**src/rtl/serial_rx_pkg.sv**
```systemverilog
`timescale 1ns/1ps
package serial_rx_pkg;
  localparam int RX_MAXB = 8;

  typedef enum logic [2:0] {
    ST_IDLE, ST_START, ST_DATA, ST_PARITY, ST_STOP
  } rxState_t;

  // strobes from the sequencer to the datapath
  typedef struct packed {
    logic clear;      // new frame accepted
    logic shift;      // data bit decided
    logic parSample;  // parity bit decided
    logic done;       // first stop bit decided
    logic bitVal;     // voted bit value
    logic frmErr;     // stop bit sampled low
  } rxStrobes_t;

  typedef struct packed {
    logic ferr;
    logic perr;
    logic [RX_MAXB-1:0] data;
  } rxWord_t;
endpackage

```
**src/rtl/serial_rx_ctrl.sv**
```systemverilog
`timescale 1ns/1ps
module serial_rx_ctrl
  import serial_rx_pkg::*;
#(
  parameter int CLKS_PER_TICK = 2,
  parameter int OVS = 16
) (
  input  logic       clk,
  input  logic       rstN,
  input  logic       rxLine,
  input  logic [1:0] cmdWr,
  input  logic [1:0] cfgDataBits,
  input  logic       parityEn,
  output logic       rxOn,
  output rxStrobes_t strobes
);
  localparam int TW = (CLKS_PER_TICK > 1) ? $clog2(CLKS_PER_TICK) : 1;
  localparam int PW = $clog2(OVS);
  localparam logic [PW-1:0] SAMP_A = PW'(OVS/2 - 1);
  localparam logic [PW-1:0] SAMP_B = PW'(OVS/2);
  localparam logic [PW-1:0] SAMP_C = PW'(OVS/2 + 1);
  localparam logic [PW-1:0] CELL_END = PW'(OVS - 1);

  logic [1:0] syncQ;
  logic rxS;
  logic [TW-1:0] tickCnt;
  logic tick;
  logic [PW-1:0] phase;
  logic [1:0] votes;
  logic [3:0] bitCnt;
  logic [3:0] nBits;
  logic vote;
  rxState_t state;

  assign rxS   = syncQ[1];
  assign tick  = (tickCnt == TW'(CLKS_PER_TICK - 1));
  assign nBits = 4'd5 + {2'b00, cfgDataBits};
  assign vote  = (votes[0] & votes[1]) | (votes[0] & rxS) | (votes[1] & rxS);

  always_ff @(posedge clk) begin
    if (!rstN) begin
      syncQ   <= 2'b11;
      tickCnt <= '0;
      rxOn    <= 1'b0;
    end else begin
      syncQ   <= {syncQ[0], rxLine};
      tickCnt <= tick ? '0 : tickCnt + 1'b1;
      if (cmdWr[1])      rxOn <= 1'b0;
      else if (cmdWr[0]) rxOn <= 1'b1;
    end
  end

  always_ff @(posedge clk) begin
    if (!rstN) begin
      state   <= ST_IDLE;
      phase   <= '0;
      votes   <= 2'b11;
      bitCnt  <= '0;
      strobes <= '0;
    end else begin
      strobes <= '0;
      if (!rxOn) begin
        state <= ST_IDLE;
      end else if (tick) begin
        if (state == ST_IDLE) begin
          if (!rxS) begin
            state <= ST_START;
            phase <= '0;
            strobes.clear <= 1'b1;
          end
        end else begin
          phase <= (phase == CELL_END) ? '0 : phase + 1'b1;
          if (phase == SAMP_A) votes[0] <= rxS;
          if (phase == SAMP_B) votes[1] <= rxS;
          if (phase == SAMP_C) begin
            unique case (state)
              ST_START:  if (vote) state <= ST_IDLE;
              ST_DATA: begin
                strobes.shift  <= 1'b1;
                strobes.bitVal <= vote;
                bitCnt <= bitCnt + 1'b1;
              end
              ST_PARITY: begin
                strobes.parSample <= 1'b1;
                strobes.bitVal    <= vote;
              end
              ST_STOP: begin
                strobes.done   <= 1'b1;
                strobes.frmErr <= !vote;
                state <= ST_IDLE;
              end
              default: ;
            endcase
          end
          if (phase == CELL_END) begin
            unique case (state)
              ST_START: begin
                state  <= ST_DATA;
                bitCnt <= '0;
              end
              ST_DATA:   if (bitCnt == nBits) state <= parityEn ? ST_PARITY : ST_STOP;
              ST_PARITY: state <= ST_STOP;
              default: ;
            endcase
          end
        end
      end
    end
  end

  // no frame completes while the receiver is off
  p_quiet_when_off_r1: assert property (@(posedge clk) disable iff (!rstN)
    !rxOn && !$past(rxOn) |-> !strobes.done);
  // one completion per frame
  p_single_done_r4: assert property (@(posedge clk) disable iff (!rstN)
    strobes.done |=> !strobes.done);
  // no more shifts than configured bits
  p_bitcnt_bound_r2: assert property (@(posedge clk) disable iff (!rstN)
    bitCnt <= 4'd8);
endmodule

```
**src/rtl/serial_rx_datapath.sv**
```systemverilog
`timescale 1ns/1ps
module serial_rx_datapath
  import serial_rx_pkg::*;
#(
  parameter int DEPTH = 2,
  parameter int NFLAGS = 5
) (
  input  logic              clk,
  input  logic              rstN,
  input  rxStrobes_t        strobes,
  input  logic [1:0]        cfgDataBits,
  input  logic [1:0]        cfgParity,
  input  logic              rdPop,
  output logic [15:0]       rdData,
  output logic              rxAvail,
  input  logic [NFLAGS-1:0] flagSet,
  input  logic [NFLAGS-1:0] flagClr,
  input  logic [NFLAGS-1:0] flagEn,
  output logic [NFLAGS-1:0] flagsOut,
  output logic              irq
);
  localparam int PTRW = (DEPTH > 1) ? $clog2(DEPTH) : 1;
  localparam int CW = $clog2(DEPTH + 1);
  localparam int DV_BIT = 2;
  localparam int OF_BIT = 4;

  logic [RX_MAXB-1:0] shReg;
  logic parAcc, parBit;
  rxWord_t mem [DEPTH];
  rxWord_t newWord, head;
  logic [PTRW-1:0] wrPtr, rdPtr;
  logic [CW-1:0] count;
  logic popAcc, pushAcc, overflow;
  logic [NFLAGS-1:0] hwSet, hwClr;
  logic [3:0] nBits;

  assign nBits   = 4'd5 + {2'b00, cfgDataBits};
  assign newWord.data = shReg >> (4'd8 - nBits);
  assign newWord.perr = cfgParity[1] & (parAcc ^ parBit ^ cfgParity[0]);
  assign newWord.ferr = strobes.frmErr;

  assign popAcc   = rdPop && (count != '0);
  assign pushAcc  = strobes.done && ((count != CW'(DEPTH)) || popAcc);
  assign overflow = strobes.done && !pushAcc;

  always_ff @(posedge clk) begin
    if (!rstN) begin
      shReg  <= '0;
      parAcc <= 1'b0;
      parBit <= 1'b0;
    end else begin
      if (strobes.clear) begin
        shReg  <= '0;
        parAcc <= 1'b0;
      end
      if (strobes.shift) begin
        shReg  <= {strobes.bitVal, shReg[RX_MAXB-1:1]};
        parAcc <= parAcc ^ strobes.bitVal;
      end
      if (strobes.parSample) parBit <= strobes.bitVal;
    end
  end

  always_ff @(posedge clk) begin
    if (!rstN) begin
      wrPtr <= '0;
      rdPtr <= '0;
      count <= '0;
      for (int i = 0; i < DEPTH; i++) mem[i] <= '0;
    end else begin
      if (pushAcc) begin
        mem[wrPtr] <= newWord;
        wrPtr <= (wrPtr == PTRW'(DEPTH - 1)) ? '0 : wrPtr + 1'b1;
      end
      if (popAcc) rdPtr <= (rdPtr == PTRW'(DEPTH - 1)) ? '0 : rdPtr + 1'b1;
      count <= count + CW'(pushAcc) - CW'(popAcc);
    end
  end

  assign head    = mem[rdPtr];
  assign rxAvail = (count != '0);
  assign rdData  = rxAvail ? {head.ferr, head.perr, 6'b0, head.data} : 16'h0000;

  always_comb begin
    hwSet = '0;
    hwClr = '0;
    hwSet[DV_BIT] = pushAcc;
    hwSet[OF_BIT] = overflow;
    hwClr[DV_BIT] = popAcc && (count == CW'(1)) && !pushAcc;
  end

  for (genvar i = 0; i < NFLAGS; i++) begin : g_flag
    always_ff @(posedge clk) begin
      if (!rstN)                         flagsOut[i] <= 1'b0;
      else if (hwSet[i] || flagSet[i])   flagsOut[i] <= 1'b1;
      else if (hwClr[i] || flagClr[i])   flagsOut[i] <= 1'b0;
    end
  end

  assign irq = |(flagsOut & flagEn);

  p_count_bound_r7: assert property (@(posedge clk) disable iff (!rstN)
    count <= CW'(DEPTH));
  p_empty_after_last_r8: assert property (@(posedge clk) disable iff (!rstN)
    rdPop && count == CW'(1) && !strobes.done |=> !rxAvail);
  p_dv_on_push_r9: assert property (@(posedge clk) disable iff (!rstN)
    pushAcc |=> flagsOut[DV_BIT]);
  p_no_overflow_r10: assert property (@(posedge clk) disable iff (!rstN)
    strobes.done && count == CW'(DEPTH) && !rdPop |=> flagsOut[OF_BIT] && count == CW'(DEPTH));
  p_of_sticky_r10: assert property (@(posedge clk) disable iff (!rstN)
    flagsOut[OF_BIT] && !flagClr[OF_BIT] |=> flagsOut[OF_BIT]);
endmodule

```
**src/rtl/serial_rx_tagged.sv**
```systemverilog
`timescale 1ns/1ps
module serial_rx_tagged
  import serial_rx_pkg::*;
#(
  parameter int CLKS_PER_TICK = 2,
  parameter int OVS = 16,
  parameter int DEPTH = 2
) (
  input  logic        clk,
  input  logic        rstN,
  input  logic        rxLine,
  input  logic [1:0]  cmdWr,
  input  logic [1:0]  cfgDataBits,
  input  logic [1:0]  cfgParity,
  input  logic        rdPop,
  output logic [15:0] rdData,
  output logic        rxAvail,
  output logic        rxOn,
  input  logic [4:0]  flagSet,
  input  logic [4:0]  flagClr,
  input  logic [4:0]  flagEn,
  output logic [4:0]  flagsOut,
  output logic        irq
);
  rxStrobes_t strobes;

  serial_rx_ctrl #(.CLKS_PER_TICK(CLKS_PER_TICK), .OVS(OVS)) u_ctrl (
    .clk(clk), .rstN(rstN), .rxLine(rxLine), .cmdWr(cmdWr),
    .cfgDataBits(cfgDataBits), .parityEn(cfgParity[1]),
    .rxOn(rxOn), .strobes(strobes)
  );

  serial_rx_datapath #(.DEPTH(DEPTH), .NFLAGS(5)) u_dp (
    .clk(clk), .rstN(rstN), .strobes(strobes),
    .cfgDataBits(cfgDataBits), .cfgParity(cfgParity),
    .rdPop(rdPop), .rdData(rdData), .rxAvail(rxAvail),
    .flagSet(flagSet), .flagClr(flagClr), .flagEn(flagEn),
    .flagsOut(flagsOut), .irq(irq)
  );
endmodule

```
**config.mk**
```make
export PLATFORM = sky130hd
export DESIGN_NAME = serial_rx_tagged
export DESIGN_NICKNAME = d
export VERILOG_FILES = /design/src/rtl/serial_rx_pkg.sv /design/src/rtl/serial_rx_ctrl.sv /design/src/rtl/serial_rx_datapath.sv /design/src/rtl/serial_rx_tagged.sv
export SDC_FILE = /design/constraint.sdc
export NUM_CORES = 1
export LEC_CHECK = 0
export BUFFER_PORTS_ARGS = -buffer_cell sky130_fd_sc_hd__buf_2
export CORE_AREA = 2 2 98 100
export CTS_CLUSTER_SIZE = 14
export DETAILED_ROUTE_END_ITERATION = 8
export DIE_AREA = 0 0 100 102
export REMOVE_ABC_BUFFERS = 1
export SYNTH_ARGS = -nofsm -noshare
export SYNTH_HDL_FRONTEND = slang
export SYNTH_SLANG_ARGS = --single-unit
```
**constraint.sdc**
```tcl
create_clock -name clk -period 2.4 [get_ports clk]
set_input_delay 0.24 -clock clk [delete_from_list [all_inputs] [get_ports clk]]
set_output_delay 0.24 -clock clk [all_outputs]
set_load 0.01 [all_outputs]
```
==> flow_metrics.tcl, run 1 <==
set metrics [dict create \
    outcome "finished clean" \
    portBuffers 42 \
    rr_endpoint "u_dp.mem[1][4]$_SDFFCE_PN0P_" \
    synth_top_family_by_area "simple AND/OR/NAND/NOR gates" \
    cp_max_fo 10 \
    min_path_type "input port to flop" \
    drtIter0Drc 115 \
    synth_edf_count 20 \
    yosysTopAreaCellShare 0.2767 \
    ys_types 50 \
    synth_cells 306 \
    coreArea_um2 9109 \
    yosysWarnings 0 \
    vdd_drop_max_v 0.0002898 \
    drc 0 \
    r2r_slack_ns 0.66 \
    worstPathArrival_ns 1.73 \
    numCtsBuffers 9 \
    hold_viol_final 0 \
    synth.most_common_cell "dfxtp_1" \
    cp.depth 4 \
    maxCapViolations 0 \
    cts-resized-gates 0 \
    power_per_cell_area_nw_per_um2 698.8 \
    crit_path_max_incr_delay_ns 0.36 \
    drt_first_pass_iters 4 \
    max_freq_ghz 0.5760 \
    post_synth.cell_area_avg_um2 10.16 \
    fin_nets 377 \
    setup_slack_ns 0.6638 \
    min_period_ns 1.736 \
    place_ws_ns 0.4385 \
    ff2ff_path_depth 4 \
    cts_tree "yes" \
    synth_area_leader_cell "dfxtp_1" \
    clockBufferDepth 2 \
    cts_hold_buf 0 \
    crit_start "u_dp.count[1]$_SDFF_PN0_" \
    worst_hold_slack_ns 0.05025 \
    path_buf_inv 0 \
    ctsHtreeMaxLevel 3 \
    max_slew_margin 0.6143 \
    p_leak_uw 0.001425 \
    antenna_left 0 \
    tightestPinTransition_ns 0.5778 \
    ys_seq_area_frac 0.4698 \
    setup_viol 0 \
    place_congestion 0.7964 \
    post_drt_wl_per_cell_um 12.37 \
    async_reset_ff_frac 0 \
    synth.area.top_cells "dfxtp_1, edfxtp_1, nor2b_1, mux2i_1, nor2_1" \
    grt-ovfl-total 0 \
    track_usage 0.1171 \
    grt_pass1_vias 2024 \
    cts-root-buf "clkbuf_8" \
    worstPathRequired_ns 2.39 \
    viasPerCell 4.844 \
    syn_area_um2 3110 \
    finalCritPeriodShare 0.7234 \
    worstSetupPathType "flop to flop" \
    synth_xor_area_frac 0.03097 \
    drive_above_1_share 0.1971 \
    synth_flop_cell "dfxtp_1" \
    synth-compound-area-share 0.09332 \
    crit_family "simple AND/OR/NAND/NOR gates" \
    fin_util 0.3964 \
    start_kind "flop" \
    finalMaxSlewViolations 0 \
    clock_latency_ns 0.34 \
    path_clk_slew_ns 0.07 \
    muxShareOfSynthArea 0.08809 \
    crit_end "u_dp.mem[1][4]$_SDFFCE_PN0P_" \
    cp-end-kind "flop" \
    vias 2233 \
    tns_ns 0 \
    die_area_um2 10200 \
    grt_max_degree 23 \
    p_total_uw 2523 \
    cts_sinks 63 \
    ios 49 \
    synthAdderAreaFrac 0.03138 \
    die_h_um 102 \
    syn2layout_area_growth_pct 16.09 \
    slowest_stage "nor2b_1" \
    post_cts_buffers 0 \
    die_w_um 100 \
    fin_skew_ns 0.008687 \
    grt_setup_unrepaired "false" \
    yosys-top-cells-count "dfxtp_1, nor2b_1, nor2_1, edfxtp_1, mux2i_1" \
    fp-row-count 35 \
    hpwl_um 4013 \
    wl_um 5703 \
    start_util 0.3415 \
    n_antenna_cell 0 \
    synthSimpleGateAreaFrac 0.2257 \
    crit_chain "nor3b_1, nor2b_1, nand3_1, nand2_1" \
    grt_pass1_wl_um 9446 \
    ys_seq_elements 63 \
    antenna_found_initial 0 \
    timing.rr.start "u_dp.count[1]$_SDFF_PN0_" \
]
-- per-layer routing --
| layer | up-vias | GRT usage | share of wire |
|---|---|---|---|
| met3 | 10 | 0.03078 | 0.036 |
| li1 | 1130 | - | - |
| met1 | 1043 | 0.1412 | 0.47 |
| met5 | - | 0 | 0 |
| met2 | 50 | 0.1991 | 0.48 |
| met4 | 0 | 0.05058 | 0.017 |
-- kinds of logic (layout without fill, tap and decap cells) --
group                      Yosys count  after routing
AOI/OAI and AO/OA                   40             40
adders and majority gates            8              8
other                                1              6
muxes                               21             21
and+or+nand+nor                    126            126
xor gates and xnor gates            11             11
buffers and inverters               36             75
DFF                                 63             63
-- cell type report --
cell class | instances | area (µm²)
fillers | 898 | 5498
multi-input cells | 212 | 1483
well taps | 111 | 138.9
repair buffers | 46 | 240.2
clock inverters | 4 | 93.84
inverters | 13 | 48.80
flip-flops and latches | 63 | 1461
clock buffers | 12 | 145.1
-- report_power, final --
group	switching (µW)	internal [µW]
logic	124	114
registers	31.4	1130
clock network	404	716
-- sequential cells by signal, indices dropped and copies added (netlist names), 3 cells and up, named ones only --
signal          flops
u_ctrl.bitCnt       4
u_ctrl.phase        4
u_ctrl.state        3
u_ctrl.strobes      6
u_dp.flagsOut       5
u_dp.mem           20
u_dp.shReg          8
-- per-stage QoR --
stage / instance area [µm²] / cells
finish: 3611 / 461
global route: 3611 / 461
CTS: 3611 / 461
detailed placement: 3372 / 445
global placement: 3372 / 445
floorplan: 2993 / 288
-- cells in the final DEF, fill, tap and decap left out, types with 2 or more instances in the layout --
master     count
nand2_1       14
nor2b_1       34
nand2b_1       3
dfxtp_1       43
buf_2         42
and3b_1        2
nor2_1        31
o21ai_0        5
buf_4          4
a31oi_1        2
nor3_1         2
bufinv_16      3
o211ai_1       2
inv_1         13
nor3b_1       10
and2_1         9
nand3_1        6
xnor2_1        6
edfxtp_1      20
clkbuf_1       2
xor2_1         5
conb_1         6
a22oi_1        5
nand4_1        3
mux2i_1       15
and3_1         7
o21a_1         3
mux4_2         5
ha_1           7
clkbuf_8      10
a21oi_1       10
-- worst reg2reg max path, cell delays in order (launching register included) --
cell,delay [ns]
dfxtp_1,0.34
nor3b_1,0.17
nor2b_1,0.36
nand3_1,0.15
nand2_1,0.36
-- how the worst min path moves through the flow --
stage | cells past startpoint | from | endpoint
after floorplan | 1 | rstN | u_ctrl.votes[0]$_SDFFE_PN1P_
after global placement | 1 | u_ctrl.syncQ[0]$_SDFF_PN1_ | u_ctrl.syncQ[1]$_SDFF_PN1_
after detailed placement | 1 | u_ctrl.syncQ[0]$_SDFF_PN1_ | u_ctrl.syncQ[1]$_SDFF_PN1_
after CTS | 2 | cmdWr[1] | u_ctrl.rxOn$_SDFFE_PP0P_
after global routing | 2 | cmdWr[1] | u_ctrl.rxOn$_SDFFE_PP0P_
final | 2 | cmdWr[1] | u_ctrl.rxOn$_SDFFE_PP0P_
Note: power is estimated with default switching activity, not from simulation.
==> run 2: changes to the inputs <==
ABC_AREA = 1   (was not set)
CORE_AREA = 2 2 97 99   (was 2 2 98 100)
DIE_AREA = 0 0 99 101   (was 0 0 100 102)
clock period = 1.6 ns   (was 2.4 ns; I/O delays follow)
==> flow_metrics.tcl, run 2 <==
set metrics [dict create \
    n_antenna_cell 0 \
    hpwl_um 4566 \
    syn2layout_area_growth_pct 20.06 \
    outcome "finished clean" \
    track_usage 0.1324 \
    p_leak_uw 0.001652 \
    synth_edf_count 20 \
    worstPathArrival_ns 1.71 \
    start_kind "flop" \
    dp.cells 542 \
    reg.largest.list "u_dp.mem (20), u_dp.shReg (8), u_ctrl.strobes (6)" \
    ys_types 37 \
    drtIter0Drc 82 \
    crit_path_max_incr_delay_ns 0.32 \
    async_reset_ff_frac 0 \
    synthSimpleGateAreaFrac 0.2703 \
    vias 2560 \
    setup_viol 0 \
    met3RoutedLength_um 200 \
    fin_cells 560 \
    crit_chain "nor2_2, nor2_2, ha_1, inv_1, ha_1, xor2_2, o21ai_1, a21oi_1" \
    grt_max_degree 17 \
    synth-compound-area-share 0.1057 \
    post_drt_wl_per_cell_um 10.62 \
    maxUsedRoutingLayer "met4" \
    grt_setup_unrepaired "true" \
    fin_util 0.4054 \
    wl_met1_um 2717 \
    synth_top_family_by_area "simple AND/OR/NAND/NOR gates" \
    vdd_drop_max_v 0.0003145 \
    fillers 928 \
    drive_above_1_share 0.2138 \
    coreArea_um2 8977 \
    post_synth.cell_area_avg_um2 7.895 \
    hold_viol_final 0 \
    grt-ovfl-total 0 \
    drt_first_pass_iters 4 \
    clock_latency_ns 0.34 \
    synthAdderAreaFrac 0.03219 \
    worstSetupPathType "flop to flop" \
    layout_common_cells "nand2_1, dfxtp_1, inv_1, nor2_1, buf_2" \
    largest-register "u_dp.mem" \
    finalCritPeriodShare 0.9307 \
    worstPathRequired_ns 1.83 \
    ys_seq_area_frac 0.4820 \
    postPlaceCellArea_um2 3428 \
    ctsHtreeMaxLevel 3 \
    place_congestion 0.8691 \
    start_util 0.3377 \
    muxShareOfSynthArea 0.009905 \
    setup_slack_ns 0.1109 \
    min_period_ns 1.489 \
    fin_nets 477 \
    wl_um 5948 \
    numCtsBuffers 9 \
    cts_sinks 63 \
    max_freq_ghz 0.6715 \
    ys_seq_elements 63 \
    tns_ns 0 \
    cp-end-kind "flop" \
    synth.most_common_cell "nand2_1" \
    synth_cells 384 \
    regArea_um2 1461 \
    clockBufferDepth 2 \
    fp-row-count 35 \
    ios 49 \
    yosysTopAreaCellShare 0.2839 \
    cts_tree "yes" \
    grt_pass1_vias 2481 \
    drc 0 \
    die_area_um2 9999 \
    finalMaxSlewViolations 0 \
    yosysWarnings 0 \
    maxCapViolations 0 \
    antenna_left 0 \
    power_per_cell_area_nw_per_um2 902.4 \
    cts-root-buf "clkbuf_8" \
    final_common_cell "nand2_1" \
    multi_input_area_um2 1335 \
    die_w_um 99 \
    synth_flop_cell "dfxtp_1" \
    viasPerCell 4.571 \
    synth_area_leader_cell "dfxtp_1" \
    fin_skew_ns 0.007030 \
    cp_max_fo 3 \
    path_clk_slew_ns 0.07 \
    syn_area_um2 3032 \
    routed-wl-met2_um 2919 \
    place_ws_ns -0.04054 \
    fin_area_um2 3640 \
    largest_reg_flops 20 \
    grt_pass1_wl_um 10780 \
    synth.area.top_cells "dfxtp_1, edfxtp_1, nand2_1, a21oi_1, nor2_1" \
    die_h_um 101 \
    min_path_type "input port to flop" \
    yosys-top-cells-count "nand2_1, nor2_1, dfxtp_1, inv_1, a21oi_1" \
    portBuffers 42 \
    slowest_stage "dfxtp_1" \
    synth_xor_area_frac 0.008667 \
    antenna_found_initial 0 \
]
run 2: cell count changes in the layout (fill, tap and decap cells not counted), sizes merged, moves of 9 or more:
| cell | before | now |
|---|---|---|
| nor3b | 11 | 1 |
| nand2 | 14 | 97 |
| nor2b | 34 | 0 |
| inv | 13 | 48 |
| and2 | 9 | 0 |
| o21ai | 6 | 15 |
| nor2 | 31 | 50 |
| buf | 46 | 58 |
| nor3 | 2 | 11 |
| a21oi | 10 | 36 |
| nand3 | 6 | 16 |
| mux2i | 15 | 3 |
run 2: repair_timing:
action | in CTS | in global routing
gates resized for setup | 0 | 6
setup endpoints to repair | 0 | 3
endpoints found under the hold margin | 2 | 0
setup buffers | 0 | 1
hold buffers | 2 | 0
run 2: worst paths after layout:
check                                  start                            end  slack [ns]  cells after the start
setup / recovery    u_dp.count[0]$_SDFF_PN0_       u_dp.count[1]$_SDFF_PN0_        0.11                      8
hold / removal                    flagSet[1]  u_dp.flagsOut[1]$_SDFFE_PN0P_        0.03                      3
setup reg to reg    u_dp.count[0]$_SDFF_PN0_       u_dp.count[1]$_SDFF_PN0_        0.11                      8
hold reg to reg   u_ctrl.syncQ[0]$_SDFF_PN1_     u_ctrl.syncQ[1]$_SDFF_PN1_        0.41                      1
run 2: cell type report:
type / count / share of cell area
well taps: 111 / 0.03816
repair buffers: 60 / 0.09625
clock inverters: 3 / 0.005500
clock buffers: 12 / 0.03988
multi-input cells: 262 / 0.3668
inverters: 49 / 0.05191
flip-flops and latches: 63 / 0.4015
run 2: kinds of logic after synthesis:
group	count (synthesis)
DFF	63
xor gates and xnor gates	3
and+or+nand+nor	183
buffers and inverters	64
other	1
muxes	3
AOI/OAI and AO/OA	59
adders and majority gates	8
run 2: worst max-delay path: cells and delay by family, from the launching register on:
kind | cells | cell delay [ns]
and+or+nand+nor | 2 | 0.20
adders and majority gates | 2 | 0.48
DFF | 1 | 0.32
AOI/OAI and AO/OA | 2 | 0.18
xor gates and xnor gates | 1 | 0.15
buffers and inverters | 1 | 0.04
run 2: power by group:
part,internal [µW],switching (µW)
Combinational,158,226
Sequential,1700,22.6
Clock,594,588
run 2: stage by stage:
| stage | total power [µW] | hold slack (ns) |
|---|---|---|
| finish | 3284 | 0.02722 |
| global route | 3469 | 0.02249 |
| CTS | 3333 | 0.01045 |
| detailed placement | 2131 | 0.3278 |
| global placement | 2122 | 0.3229 |
| floorplan | 1962 | 0.2368 |
run 2: routing by layer:
layer	global-route usage	up-vias
li1	-	1352
met1	0.1585	1160
met2	0.2271	37
met3	0.02774	11
met4	0.06322	0
met5	0	-
==> run 3: changes to the inputs <==
ABC_AREA = not set   (was 1)
CORE_AREA = 2 2 98 100   (was 2 2 97 99)
DIE_AREA = 0 0 100 102   (was 0 0 99 101)
==> flow_metrics.tcl, run 3 (synthesis results as in run 1) <==
set metrics [dict create \
    grt_pass1_wl_um 10160 \
    coreArea_um2 9109 \
    fin_skew_ns 0.01109 \
    die_h_um 102 \
    finalCritPeriodShare 0.9635 \
    holdPathEnd "u_dp.flagsOut[1]$_SDFFE_PN0P_" \
    drtIter0Drc 76 \
    min_from "flagSet[1]" \
    hpwl_um 4179 \
    vias 2281 \
    drive_above_1_share 0.2629 \
    largest_reg_flops 20 \
    clock_latency_ns 0.33 \
    r2r_slack_ns 0.06 \
    grt_pass1_vias 2189 \
    drt_first_pass_iters 4 \
    outcome "finished clean" \
    numCtsBuffers 9 \
    path_clk_slew_ns 0.07 \
    min_path_type "input port to flop" \
    place_congestion 0.7998 \
    setup_slack_ns 0.05843 \
    hold_viol_final 0 \
    antenna_left 0 \
    setup_viol 0 \
    min_period_ns 1.542 \
    layout_common_cells "buf_2, dfxtp_1, nor2b_1" \
    min_path_cells 2 \
    maxUsedRoutingLayer "met4" \
    ios 49 \
    worst_hold_slack_ns 0.03224 \
    cts_tree "yes" \
    routed-wl-met2_um 2919 \
    finalMaxSlewViolations 0 \
    ctsHtreeMaxLevel 3 \
    portBuffers 42 \
    crit_path_max_incr_delay_ns 0.35 \
    max_freq_ghz 0.6487 \
    reg.largest.list "u_dp.mem (20), u_dp.shReg (8), u_ctrl.strobes (6)" \
    maxCapViolations 0 \
    cp-end-kind "flop" \
    wl_met1_um 2663 \
    timing.rr.start "u_ctrl.phase[0]$_SDFFE_PN0P_" \
    syn2layout_area_growth_pct 21.60 \
    worstPathRequired_ns 1.81 \
    grt-ovfl-total 0 \
    die_area_um2 10200 \
    clockBufferDepth 2 \
    n_antenna_cell 0 \
    final_common_cell "buf_2" \
    wl_um 5925 \
    grt_max_degree 23 \
    cts_sinks 63 \
    place_ws_ns -0.1084 \
    start_util 0.3415 \
    worstSetupPathType "flop to flop" \
    fin_nets 396 \
    die_w_um 100 \
    slowest_stage "dfxtp_2" \
    met3RoutedLength_um 239 \
    cts-root-buf "clkbuf_8" \
    power_per_cell_area_nw_per_um2 943.0 \
    rr_endpoint "u_ctrl.state[2]$_SDFFE_PN0P_" \
    fin_cells 480 \
    fp-row-count 35 \
    drc 0 \
    viasPerCell 4.752 \
    worstPathArrival_ns 1.75 \
    p_leak_uw 0.001511 \
    dp.cells 461 \
    ff2ff_path_depth 5 \
    vdd_drop_max_v 0.0003780 \
    largest-register "u_dp.mem" \
    cp_max_fo 6 \
    track_usage 0.1255 \
    start_kind "flop" \
    antenna_found_initial 0 \
    post_drt_wl_per_cell_um 12.34 \
    crit_chain "ha_1, and3_1, a21oi_2, a2111oi_4, a311o_1" \
]
==> run 3: changes by cell type in the layout (fill, tap and decap cells not counted), sizes merged, moves of 9 or more <==
cell | previous run | this run
o21ai | 15 | 6
nor2 | 50 | 31
nor2b | 0 | 34
nor3b | 1 | 11
a21oi | 36 | 10
inv | 48 | 13
and2 | 0 | 9
nand3 | 16 | 6
nand2 | 97 | 14
mux2i | 3 | 15
nor3 | 11 | 2
==> run 3: layout make-up <==
class,instances,area [µm²]
Sequential cell,63,1468
Clock buffer,13,158.9
Timing Repair Buffer,65,400.4
Clock inverter,3,42.54
Inverter,13,48.80
Fill cell,899,5326
Tap cell,111,138.9
Multi-Input combinational cell,212,1525
==> run 3: how the worst max path moves through the flow <==
stage / start / to / slack (ns) / depth (start not counted)
finish: u_ctrl.phase[0]$_SDFFE_PN0P_ / u_ctrl.state[2]$_SDFFE_PN0P_ / 0.06 / 5
CTS: u_dp.count[0]$_SDFF_PN0_ / u_dp.count[1]$_SDFF_PN0_ / 0.01 / 8
global route: u_dp.count[0]$_SDFF_PN0_ / u_dp.count[1]$_SDFF_PN0_ / -0.02 / 8
floorplan: u_dp.count[1]$_SDFF_PN0_ / u_dp.mem[0][0]$_SDFFCE_PN0P_ / -0.37 / 4
global placement: cfgDataBits[0] / u_dp.mem[1][1]$_SDFFCE_PN0P_ / -0.09 / 4
detailed placement: cfgDataBits[0] / u_dp.mem[1][3]$_SDFFCE_PN0P_ / -0.11 / 4
==> run 3: critical path: cells and delay by family (launching register included) <==
family          cells  cell delay [ns]
flops               1             0.35
simple gates        1             0.25
compound gates      3             0.62
fa+ha+maj           1             0.21
==> run 3: stage by stage <==
step	util	TNS [ns]	power, µW	cell area [µm²]
6_report	0.4152	0	3567	3782
2_1_floorplan	-	-5.453	1988	2993
4_1_cts	0.4093	0	3592	3729
3_3_place_gp	0.3848	-0.7945	2177	3505
3_5_place_dp	0.3848	-0.9463	2185	3505
5_1_grt	0.4152	-0.01832	3754	3782
==> run 3: layer usage <==
layer / vias to the layer above / GRT usage
met4: 0 / 0.05058
met5: - / 0
met3: 10 / 0.03352
li1: 1169 / -
met2: 49 / 0.2115
met1: 1053 / 0.1537
==> run 3: what timing repair did <==
action,in CTS,in global routing
endpoints found under the setup margin,1,30
pin swaps,0,1
hold buffers,2,0
resized for setup,1,13
setup buffers,0,1
endpoints found under the hold margin,2,0
==> run 3: power breakdown <==
| part | leakage, µW | switching [µW] | internal [µW] |
|---|---|---|---|
| Combinational | 0.000871 | 225 | 218 |
| Sequential | 0.000541 | 29.7 | 1700 |
| Clock | 0.0000996 | 588 | 803 |
| Total | 0.00151 | 843 | 2720 |
